## config.mk

```make
export PLATFORM = sky130hd
export DESIGN_NAME = pwm_dbuf_top
export DESIGN_NICKNAME = d
export VERILOG_FILES = /design/src/rtl/pwm_pkg.sv /design/src/rtl/pwm_prescale.sv /design/src/rtl/pwm_cmp_regs.sv /design/src/rtl/pwm_core.sv /design/src/rtl/pwm_flag.sv /design/src/rtl/pwm_dbuf_top.sv
export SDC_FILE = /design/constraint.sdc
export NUM_CORES = 1
export LEC_CHECK = 0
export ABC_AREA = 1
export CORE_MARGIN = 2
export CORE_UTILIZATION = 35
export CTS_BUF_LIST = sky130_fd_sc_hd__clkbuf_8
export CTS_CLUSTER_DIAMETER = 120
export DETAILED_ROUTE_END_ITERATION = 12
export GPL_TIMING_DRIVEN = 0
export PLACE_DENSITY = 0.55
export SLEW_MARGIN = 20
export SYNTH_ARGS = -nofsm -noshare
export SYNTH_HDL_FRONTEND = slang
export SYNTH_SLANG_ARGS = --single-unit
```

## constraint.sdc

```tcl
create_clock -name clk -period 12.8 [get_ports clk]
set_input_delay 2.56 -clock clk [delete_from_list [all_inputs] [get_ports clk]]
set_output_delay 2.56 -clock clk [all_outputs]
set_load 0.005 [all_outputs]
```

## src/rtl/pwm_pkg.sv

```systemverilog
package pwm_pkg;
  typedef enum logic {
    DIV_ONE  = 1'b0,
    DIV_SLOW = 1'b1
  } div_sel_e;

  typedef struct packed {
    logic     en;
    logic     pol;
    div_sel_e div;
    logic     gfree;
  } ctl_t;
endpackage

```

## src/rtl/pwm_prescale.sv

```systemverilog
module pwm_prescale #(
  parameter int DIV = 256
) (
  input  logic clk,
  input  logic rst_n,
  input  logic run,
  input  logic slow,
  output logic tick
);
  generate
    if (DIV > 1) begin : g_div
      localparam int PW = $clog2(DIV);
      localparam logic [PW-1:0] LAST = PW'(DIV - 1);
      logic [PW-1:0] pc;

      always_ff @(posedge clk or negedge rst_n) begin
        if (!rst_n) begin
          pc <= '0;
        end else if (!run || !slow || pc == LAST) begin
          pc <= '0;
        end else begin
          pc <= pc + 1'b1;
        end
      end

      assign tick = run && (!slow || pc == LAST);
    end else begin : g_nodiv
      assign tick = run;
    end
  endgenerate
endmodule

```

## src/rtl/pwm_cmp_regs.sv

```systemverilog
module pwm_cmp_regs #(
  parameter int CW = 16
) (
  input  logic          clk,
  input  logic          rst_n,
  input  logic          per_wr,
  input  logic [CW-1:0] per_wdata,
  input  logic          pw_wr,
  input  logic [CW-1:0] pw_wdata,
  input  logic          gfree,
  input  logic          load,
  output logic [CW-1:0] sh_per,
  output logic [CW-1:0] sh_pw,
  output logic [CW-1:0] cur_per,
  output logic [CW-1:0] cur_pw
);
  logic [CW-1:0] act_per, act_pw;

  always_ff @(posedge clk or negedge rst_n) begin
    if (!rst_n) begin
      sh_per <= '0;
      sh_pw  <= '0;
    end else begin
      if (per_wr) sh_per <= per_wdata;
      if (pw_wr)  sh_pw  <= pw_wdata;
    end
  end

  // active pair moves only at a period start
  always_ff @(posedge clk or negedge rst_n) begin
    if (!rst_n) begin
      act_per <= '0;
      act_pw  <= '0;
    end else if (load) begin
      act_per <= sh_per;
      act_pw  <= sh_pw;
    end
  end

  assign cur_per = gfree ? act_per : sh_per;
  assign cur_pw  = gfree ? act_pw  : sh_pw;
endmodule

```

## src/rtl/pwm_core.sv

```systemverilog
module pwm_core #(
  parameter int CW = 16
) (
  input  logic          clk,
  input  logic          rst_n,
  input  logic          run,
  input  logic          tick,
  input  logic [CW-1:0] sh_per,
  input  logic [CW-1:0] sh_pw,
  input  logic [CW-1:0] cur_per,
  input  logic [CW-1:0] cur_pw,
  output logic          start,
  output logic [CW-1:0] cnt,
  output logic          ff
);
  logic          pend;
  logic [CW:0]   cnt_p1;
  logic          wrap;
  logic [CW-1:0] cnt_nx, use_per, use_pw, low_span;
  logic          hi;

  always_comb begin
    cnt_p1   = {1'b0, cnt} + {{CW{1'b0}}, 1'b1};
    wrap     = pend || (cnt_p1 >= {1'b0, cur_per});
    start    = run && tick && wrap;
    cnt_nx   = start ? '0 : cnt_p1[CW-1:0];
    use_per  = start ? sh_per : cur_per;
    use_pw   = start ? sh_pw  : cur_pw;
    low_span = use_per - use_pw;
    hi       = (use_pw != '0) && ((use_pw >= use_per) || (cnt_nx >= low_span));
  end

  always_ff @(posedge clk or negedge rst_n) begin
    if (!rst_n) begin
      cnt  <= '0;
      ff   <= 1'b0;
      pend <= 1'b1;
    end else if (!run) begin
      cnt  <= '0;
      ff   <= 1'b0;
      pend <= 1'b1;
    end else if (tick) begin
      cnt  <= cnt_nx;
      ff   <= hi;
      pend <= 1'b0;
    end
  end
endmodule

```

## src/rtl/pwm_flag.sv

```systemverilog
module pwm_flag (
  input  logic clk,
  input  logic rst_n,
  input  logic set_p,
  input  logic clr,
  input  logic irq_en,
  output logic flag,
  output logic irq
);
  always_ff @(posedge clk or negedge rst_n) begin
    if (!rst_n) begin
      flag <= 1'b0;
    end else if (set_p) begin
      flag <= 1'b1;
    end else if (clr) begin
      flag <= 1'b0;
    end
  end

  assign irq = flag && irq_en;
endmodule

```

## src/rtl/pwm_dbuf_top.sv

```systemverilog
module pwm_dbuf_top
  import pwm_pkg::*;
#(
  parameter int CW  = 16,
  parameter int DIV = 256
) (
  input  logic          clk,
  input  logic          rst_n,
  input  logic          ctl_wr,
  input  logic          ctl_en,
  input  logic          ctl_pol,
  input  logic          ctl_div,
  input  logic          ctl_gfree,
  input  logic          per_wr,
  input  logic [CW-1:0] per_wdata,
  input  logic          pw_wr,
  input  logic [CW-1:0] pw_wdata,
  input  logic          flag_clr,
  input  logic          irq_en,
  output logic          pwm_out,
  output logic          out_level,
  output logic          flag,
  output logic          irq
);
  ctl_t          ctl_q;
  logic          run, slow, tick, start, ff;
  logic [CW-1:0] cnt, sh_per, sh_pw, cur_per, cur_pw;

  always_ff @(posedge clk or negedge rst_n) begin
    if (!rst_n) begin
      ctl_q <= '0;
    end else if (ctl_wr) begin
      ctl_q.en    <= ctl_en;
      ctl_q.pol   <= ctl_pol;
      ctl_q.div   <= div_sel_e'(ctl_div);
      ctl_q.gfree <= ctl_gfree;
    end
  end

  assign run  = ctl_q.en;
  assign slow = (ctl_q.div == DIV_SLOW);

  pwm_prescale #(.DIV(DIV)) u_pre (
    .clk(clk), .rst_n(rst_n), .run(run), .slow(slow), .tick(tick)
  );

  pwm_cmp_regs #(.CW(CW)) u_regs (
    .clk(clk), .rst_n(rst_n),
    .per_wr(per_wr), .per_wdata(per_wdata),
    .pw_wr(pw_wr), .pw_wdata(pw_wdata),
    .gfree(ctl_q.gfree), .load(start),
    .sh_per(sh_per), .sh_pw(sh_pw), .cur_per(cur_per), .cur_pw(cur_pw)
  );

  pwm_core #(.CW(CW)) u_core (
    .clk(clk), .rst_n(rst_n), .run(run), .tick(tick),
    .sh_per(sh_per), .sh_pw(sh_pw), .cur_per(cur_per), .cur_pw(cur_pw),
    .start(start), .cnt(cnt), .ff(ff)
  );

  pwm_flag u_flag (
    .clk(clk), .rst_n(rst_n), .set_p(start), .clr(flag_clr),
    .irq_en(irq_en), .flag(flag), .irq(irq)
  );

  assign out_level = ff;
  assign pwm_out   = ff ^ ctl_q.pol;
endmodule

```

==> qor.tcl, run 1 <==
set qor(netlist_area_um2) 6173
set qor(htree_num_levels) 3
set qor(syn-instance-count) 810
set qor(worstSetupPathType) {reg2reg}
set qor(critPathArrivalTime_ns) 7.43
set qor(worst_path_max_delay_cell) {fa_1}
set qor(globalRouteTotalUtil) 0.1718
set qor(grt-ovfl-total) 0
set qor(crit_path_end_kind) {flop}
set qor(avgSynthCellArea_um2) 7.622
set qor(initialDrtViolationCount) 237
set qor(most_common_cell_type_on_the_critical_path) {nand2_1}
set qor(clk_pin_slew_worst_paths_ns) 0.09
set qor(grt_pass1_wl_um) 24720
set qor(worstMarginPinSlew_ns) 0.6116
set qor(wire_length_on_met1_um) 6952
set qor(floorplan.die.height_um) 136.8
set qor(min_delay_worst_endpoint) {u_core.pend$_DFFE_PN1P_}
set qor(hold_path.startpoint) {run$_DFFE_PN0P_}
set qor(postSynthNetCount) 904
set qor(reg2reg_setup_slack_ns) 5.65
set qor(fin_tns_setup_ns) 0
set qor(mostFrequentLayoutCells) {nand2_1 (231), inv_1 (109), o21ai_0 (101)}
set qor(synth_cell_type_count) 37
set qor(place.gp.congestion) 0.9115
set qor(drv_slew) 0
set qor(slew-limit-headroom) 0.5817
set qor(yosysWarningCount) 0
set qor(grt_start_max_net_pins) 53
set qor(grt_antenna_before_repair) 0
set qor(wirelength_um) 14790
set qor(cts_hold_repair.buffers) 0
set qor(worst_setup_path_start_kind) {flop}
set qor(fin_total_pwr_uw) 967.4
set qor(outcome) {finished, final reports clean}
set qor(max_clk_rate_ghz) 0.1399
set qor(crit-reg2reg-launch) {ctl_q[0]$_DFFE_PN0P_}
set qor(post-dp-hpwl_um) 11880
set qor(cts_buffers) 9
set qor(yosys_most_used_dff) {dfrtp_1}
set qor(cp_slowest_stage_delay_ns) 0.47
set qor(tritoncts_num_sinks) 95
set qor(report.final.hold_viol_count) 0
set qor(cts-root-buf) {clkbuf_8}
set qor(maxUsedRoutingLayer) {met4}
set qor(nFillCells) 1814
set qor(finClkSkew_ns) 0.01400
set qor(antenna_violating_nets_post_route) 0
set qor(mostFrequentLayoutCell) {nand2_1}
set qor(die_area_um2) 18720
set qor(insertion_delay_ns) 0.39
set qor(finish.net_count) 961
set qor(power_per_cell_area_nw_per_um2) 135.6
set qor(cts_buffer_depth) 2
set qor(tritoncts) {yes}
set qor(finalSetupViolations) 0
set qor(setup_repair_after_global_routing_missed_its_margin) {false}
set qor(path_max_fanout) 10
set qor(area_growth_synth_to_finish_pct) 15.52
set qor(ir_drop_mv) 0.05534
set qor(post_route_cells_drive_above_1_share) 0.08142
set qor(met3RoutedLength_um) 466
set qor(i_o_pin_count) 47
set qor(effective_utilization_at_floorplan) 0.3569
set qor(yosysSeqAreaShare) 0.3853
set qor(post_drt_via_cell_ratio) 4.636
set qor(fp.dieW_um) 136.8
set qor(cts-resized-gates) 0
set qor(postSynthRegisterBits) 95
set qor(regToRegEndpoint) {u_core.ff$_DFFE_PN0P_}
set qor(cts.repair_timing.setup_buffer_count) 0
set qor(timing.critical_path.required_ns) 13.09
set qor(detailroute.via_count) 5086
set qor(hold_class) {reg2reg}
set qor(period_needed_ns) 7.146
set qor(worst_r2r_path_cells) 43
set qor(core_area_um2) 17300
set qor(maxCapViolCount) 0
set qor(postSynth.asyncResetShare) 1.000
set qor(fin_crit_share) 0.5582
set qor(hold-path-cell-count) 1
set qor(fp-row-count) 48
set qor(grt_pass1_vias) 4895
set qor(drtPass1Iterations) 6
set qor(power.leakage_nw) 3.633
set qor(detail_route.wl_per_cell_um) 13.48
set qor(antenna_cells_inserted) 0
set qor(detailroute.wirelength.met2_um) 7120
set qor(final_core_utilization) 0.4123
set qor(placement.io_buffers) 45
set qor(synth-edff-count) 0
set qor(detail_route.drc_violations) 0
[layout make-up]
class,count,area [um^2],area share
multi-input cells,573,3241,0.4544
flip-flops and latches,95,2379,0.3335
repair buffers,46,479.2,0.06719
inverters,117,439.2,0.06158
well taps,225,281.5,0.03947
clock buffers,10,137.6,0.01930
plain buffers,25,115.1,0.01614
clock inverters,6,60.06,0.008421
[worst max-delay path: cells and delay by family (launching register included)]
family	cells	cell delay, ns
DFF	1	0.35
buffers and inverters	7	1.92
xor gates and xnor gates	1	0.16
and+or+nand+nor	24	1.96
adders and majority gates	3	1.09
AOI/OAI and AO/OA	8	1.54
[state kept, by name, indices dropped and copies added, names as in the netlist, 2 cells and up]
| register | cells |
|---|---|
| u_core.cnt | 16 |
| u_regs.act_pw | 16 |
| u_regs.act_per | 16 |
| u_pre.g_div.pc | 8 |
| ctl_q | 2 |
| u_regs.sh_pw | 16 |
| u_regs.sh_per | 16 |
[where the power goes]
| group | switching [mW] | total [mW] | internal (mW) |
|---|---|---|---|
| clock network | 0.112 | 0.207 | 0.0950 |
| logic | 0.240 | 0.397 | 0.157 |
| registers | 0.0206 | 0.364 | 0.343 |
[worst max path at each step]
stage	startpoint	endpoint	slack, ns	depth (start not counted)
floorplan	u_core.cnt[0]$_DFFE_PN0P_	u_core.ff$_DFFE_PN0P_	6.87	50
global placement	rst_n	u_core.cnt[2]$_DFFE_PN0P_	5.48	1
detailed placement	ctl_q[0]$_DFFE_PN0P_	u_core.ff$_DFFE_PN0P_	5.51	43
CTS	ctl_q[0]$_DFFE_PN0P_	u_core.ff$_DFFE_PN0P_	5.50	43
global route	ctl_q[0]$_DFFE_PN0P_	u_core.ff$_DFFE_PN0P_	4.76	39
finish	ctl_q[0]$_DFFE_PN0P_	u_core.ff$_DFFE_PN0P_	5.65	43
[kinds of logic (layout without fill, tap and decap cells)]
group           count (synthesis)  after routing  synth area share
mux                            18             18           0.03283
flops                          95             95            0.3853
fa+ha+maj                      51             51            0.1046
compound gates                150            150            0.1281
xor+xnor                       25             25           0.03668
simple gates                  329            329            0.2227
buf+inv                       142            204           0.08978
[cell usage after synthesis (2+ instances only)]
cell | n | area [um^2]
nor3_2 | 2 | 20.02
o211ai_1 | 2 | 15.01
nand2_2 | 2 | 12.51
ha_1 | 50 | 625.6
o21ai_0 | 101 | 505.5
nor2_4 | 3 | 33.78
nor2_1 | 42 | 157.7
mux2_2 | 18 | 202.7
nand2_1 | 231 | 867.1
nand2_4 | 2 | 22.52
nor2_2 | 4 | 25.02
buf_2 | 5 | 25.02
clkbuf_1 | 18 | 67.56
o31ai_1 | 2 | 15.01
nand3_1 | 28 | 140.1
xnor2_1 | 5 | 43.79
nor3_1 | 7 | 35.03
a21boi_0 | 2 | 15.01
a21oi_1 | 31 | 155.2
xor2_1 | 19 | 166.4
buf_6 | 2 | 22.52
nand3_2 | 3 | 30.03
dfrtp_1 | 94 | 2352
inv_1 | 108 | 405.4
nand4_1 | 3 | 18.77
inv_2 | 9 | 33.78
o21ai_2 | 2 | 17.52
o22ai_1 | 6 | 37.54
[metal layers]
layer,vias up,global-route usage
met2,73,0.2881
met3,16,0.01963
met5,-,0
met4,0,0.06300
li1,2716,-
met1,2281,0.2287
[metrics by stage]
step / hold slack, ns / setup slack [ns] / std cells / area [um^2]
after floorplan: 0.4146 / 6.866 / 810 / 6173
after global placement: 0.4382 / 5.478 / 1080 / 6905
after detailed placement: 0.4388 / 5.512 / 1081 / 6934
after CTS: 0.4574 / 5.497 / 1097 / 7132
after global routing: 0.4976 / 4.760 / 1097 / 7132
final: 0.4523 / 5.654 / 1097 / 7132
Note: power is estimated with default switching activity, not from simulation.
==> inputs of run 2 (changes only) <==
==> constraint.sdc (replaced) <==
create_clock -name clk -period 7.34 [get_ports clk]
set_input_delay 1.468 -clock clk [delete_from_list [all_inputs] [get_ports clk]]
set_output_delay 1.468 -clock clk [all_outputs]
set_load 0.005 [all_outputs]
==> run 2 against run 1 <==
  * Die area did not move
  * Critical path depth rose by 3
  * Routed wire length fell by 0.58%
  * Sequential cell count did not move
  * Core utilization rose by 0.16 points
  * Largest cell class unchanged
==> qor.tcl, run 2 (synthesis gave the netlist of run 1 again) <==
set qor(grt_pass1_wl_um) 24720
set qor(cts-root-buf) {clkbuf_8}
set qor(clk_pin_slew_worst_paths_ns) 0.10
set qor(maxUsedRoutingLayer) {met4}
set qor(path_max_fanout) 10
set qor(placement.io_buffers) 45
set qor(finish.net_count) 961
set qor(initialDrtViolationCount) 215
set qor(cts_hold_repair.buffers) 0
set qor(outcome) {finished, final reports clean}
set qor(wirelength_um) 14710
set qor(ir_drop_mv) 0.09659
set qor(nFillCells) 1809
set qor(crit_path_end_kind) {flop}
set qor(place.gp.congestion) 0.9115
set qor(drtPass1Iterations) 4
set qor(area_growth_synth_to_finish_pct) 15.97
set qor(fin_crit_share) 0.8939
set qor(globalRouteTotalUtil) 0.1718
set qor(fp.dieW_um) 136.8
set qor(worstMarginPinSlew_ns) 0.6518
set qor(post_drt_via_cell_ratio) 4.610
set qor(antenna_cells_inserted) 0
set qor(floorplan.die.height_um) 136.8
set qor(detail_route.wl_per_cell_um) 13.41
set qor(finClkSkew_ns) 0.01348
set qor(power_per_cell_area_nw_per_um2) 236.2
set qor(finalSetupViolations) 0
set qor(crit-reg2reg-launch) {u_core.cnt[0]$_DFFE_PN0P_}
set qor(post_route_cells_drive_above_1_share) 0.09174
set qor(hold-worst-slack_ns) 0.4524
set qor(period_needed_ns) 6.562
set qor(drv_slew) 0
set qor(cp_slowest_stage_delay_ns) 0.47
set qor(hold_class) {reg2reg}
set qor(core_area_um2) 17300
set qor(detailroute.via_count) 5057
set qor(cts_buffers) 9
set qor(worst_path_max_delay_cell) {fa_1}
set qor(worst_setup_path_start_kind) {flop}
set qor(fin_tns_setup_ns) 0
set qor(grt_antenna_before_repair) 0
set qor(detailroute.wirelength.met2_um) 7076
set qor(antenna_violating_nets_post_route) 0
set qor(tritoncts_num_sinks) 95
set qor(setup_repair_after_global_routing_missed_its_margin) {false}
set qor(timing.critical_path.required_ns) 7.63
set qor(report.final.hold_viol_count) 0
set qor(detail_route.drc_violations) 0
set qor(cts_buffer_depth) 2
set qor(critPathArrivalTime_ns) 6.85
set qor(i_o_pin_count) 47
set qor(fp-row-count) 48
set qor(slew-limit-headroom) 0.5655
set qor(maxCapViolCount) 0
set qor(most_common_cell_type_on_the_critical_path) {nand2_1}
set qor(die_area_um2) 18720
set qor(power.leakage_nw) 3.654
set qor(grt_pass1_vias) 4895
set qor(insertion_delay_ns) 0.39
set qor(effective_utilization_at_floorplan) 0.3569
set qor(grt_start_max_net_pins) 53
set qor(htree_num_levels) 3
set qor(met3RoutedLength_um) 355
set qor(worstSetupPathType) {reg2reg}
set qor(max_clk_rate_ghz) 0.1524
set qor(post-dp-hpwl_um) 11880
set qor(mostFrequentLayoutCell) {nand2_1}
set qor(path_buf_inv) 7
set qor(crit_path_start) {u_core.cnt[0]$_DFFE_PN0P_}
set qor(wire_length_on_met1_um) 7043
set qor(grt-ovfl-total) 0
set qor(critPathTopFamily) {simple AND/OR/NAND/NOR gates}
set qor(hold_path.startpoint) {run$_DFFE_PN0P_}
set qor(mostFrequentLayoutCells) {nand2_1 (231), inv_1 (109), o21ai_0 (100)}
set qor(tritoncts) {yes}
## run 2: per-layer routing
| metal | global-route usage | vias to the layer above |
|---|---|---|
| met2 | 0.2881 | 51 |
| met1 | 0.2287 | 2270 |
| met5 | 0 | - |
| met4 | 0.06300 | 0 |
| met3 | 0.01963 | 13 |
| li1 | - | 2723 |
## run 2: area by class of cell
| type | instances | area [um^2] | share of cell area |
|---|---|---|---|
| multi-input combinational | 573 | 3253 | 0.4544 |
| buffer | 24 | 122.6 | 0.01713 |
| inverter | 117 | 439.2 | 0.06134 |
| sequential | 95 | 2379 | 0.3322 |
| clock inverter | 6 | 60.06 | 0.008389 |
| timing repair buffer | 47 | 486.7 | 0.06798 |
| clock buffer | 10 | 137.6 | 0.01922 |
| tap | 225 | 281.5 | 0.03932 |
## run 2: path summary, 6_finish.rpt
check	end	slack, ns	cells past startpoint
hold reg to reg	u_core.pend$_DFFE_PN1P_	0.45	1
max in group asynchronous	u_regs.act_per[2]$_DFFE_PN0P_	5.75	2
setup reg to reg	u_core.ff$_DFFE_PN0P_	0.78	46
setup / recovery	u_core.ff$_DFFE_PN0P_	0.78	46
hold / removal	u_core.pend$_DFFE_PN1P_	0.45	1
min in group asynchronous	u_regs.act_pw[14]$_DFFE_PN0P_	1.00	1
## run 2: where the power goes
part,leakage (nW),total (mW),switching [mW],internal [mW]
Combinational,2.35,0.698,0.421,0.277
Clock,0.104,0.359,0.193,0.166
Sequential,1.20,0.634,0.0359,0.598
Total,3.65,1.69,0.650,1.04
## run 2: metrics by stage
| stage | total power [mW] | instance area [um^2] | instances | worst slack [ns] | utilization |
|---|---|---|---|---|---|
| 4_1_cts | 1.710 | 7132 | 1097 | 0.03656 | 0.4123 |
| 3_3_place_gp | 1.330 | 6905 | 1080 | 0.07170 | 0.3992 |
| 3_5_place_dp | 1.341 | 6934 | 1081 | 0.05202 | 0.4009 |
| 2_1_floorplan | 1.146 | 6173 | 810 | 1.406 | - |
| 6_report | 1.691 | 7159 | 1097 | 0.7784 | 0.4139 |
| 5_1_grt | 1.844 | 7159 | 1097 | 0.01540 | 0.4139 |
## run 2: timing repair
| action | in CTS | in global routing |
|---|---|---|
| resized for setup | 0 | 19 |
| setup endpoints to repair | 0 | 1 |
| setup buffers | 0 | 1 |
| hold endpoints to repair | 0 | 0 |
## run 2: worst reg2reg max path, delay by kind of cell (launching register included)
kind / cells / cell delay (ns)
DFF: 1 / 0.40
buffers and inverters: 7 / 0.81
xor gates and xnor gates: 2 / 0.38
and+or+nand+nor: 25 / 2.39
AOI/OAI and AO/OA: 8 / 1.22
adders and majority gates: 4 / 1.23
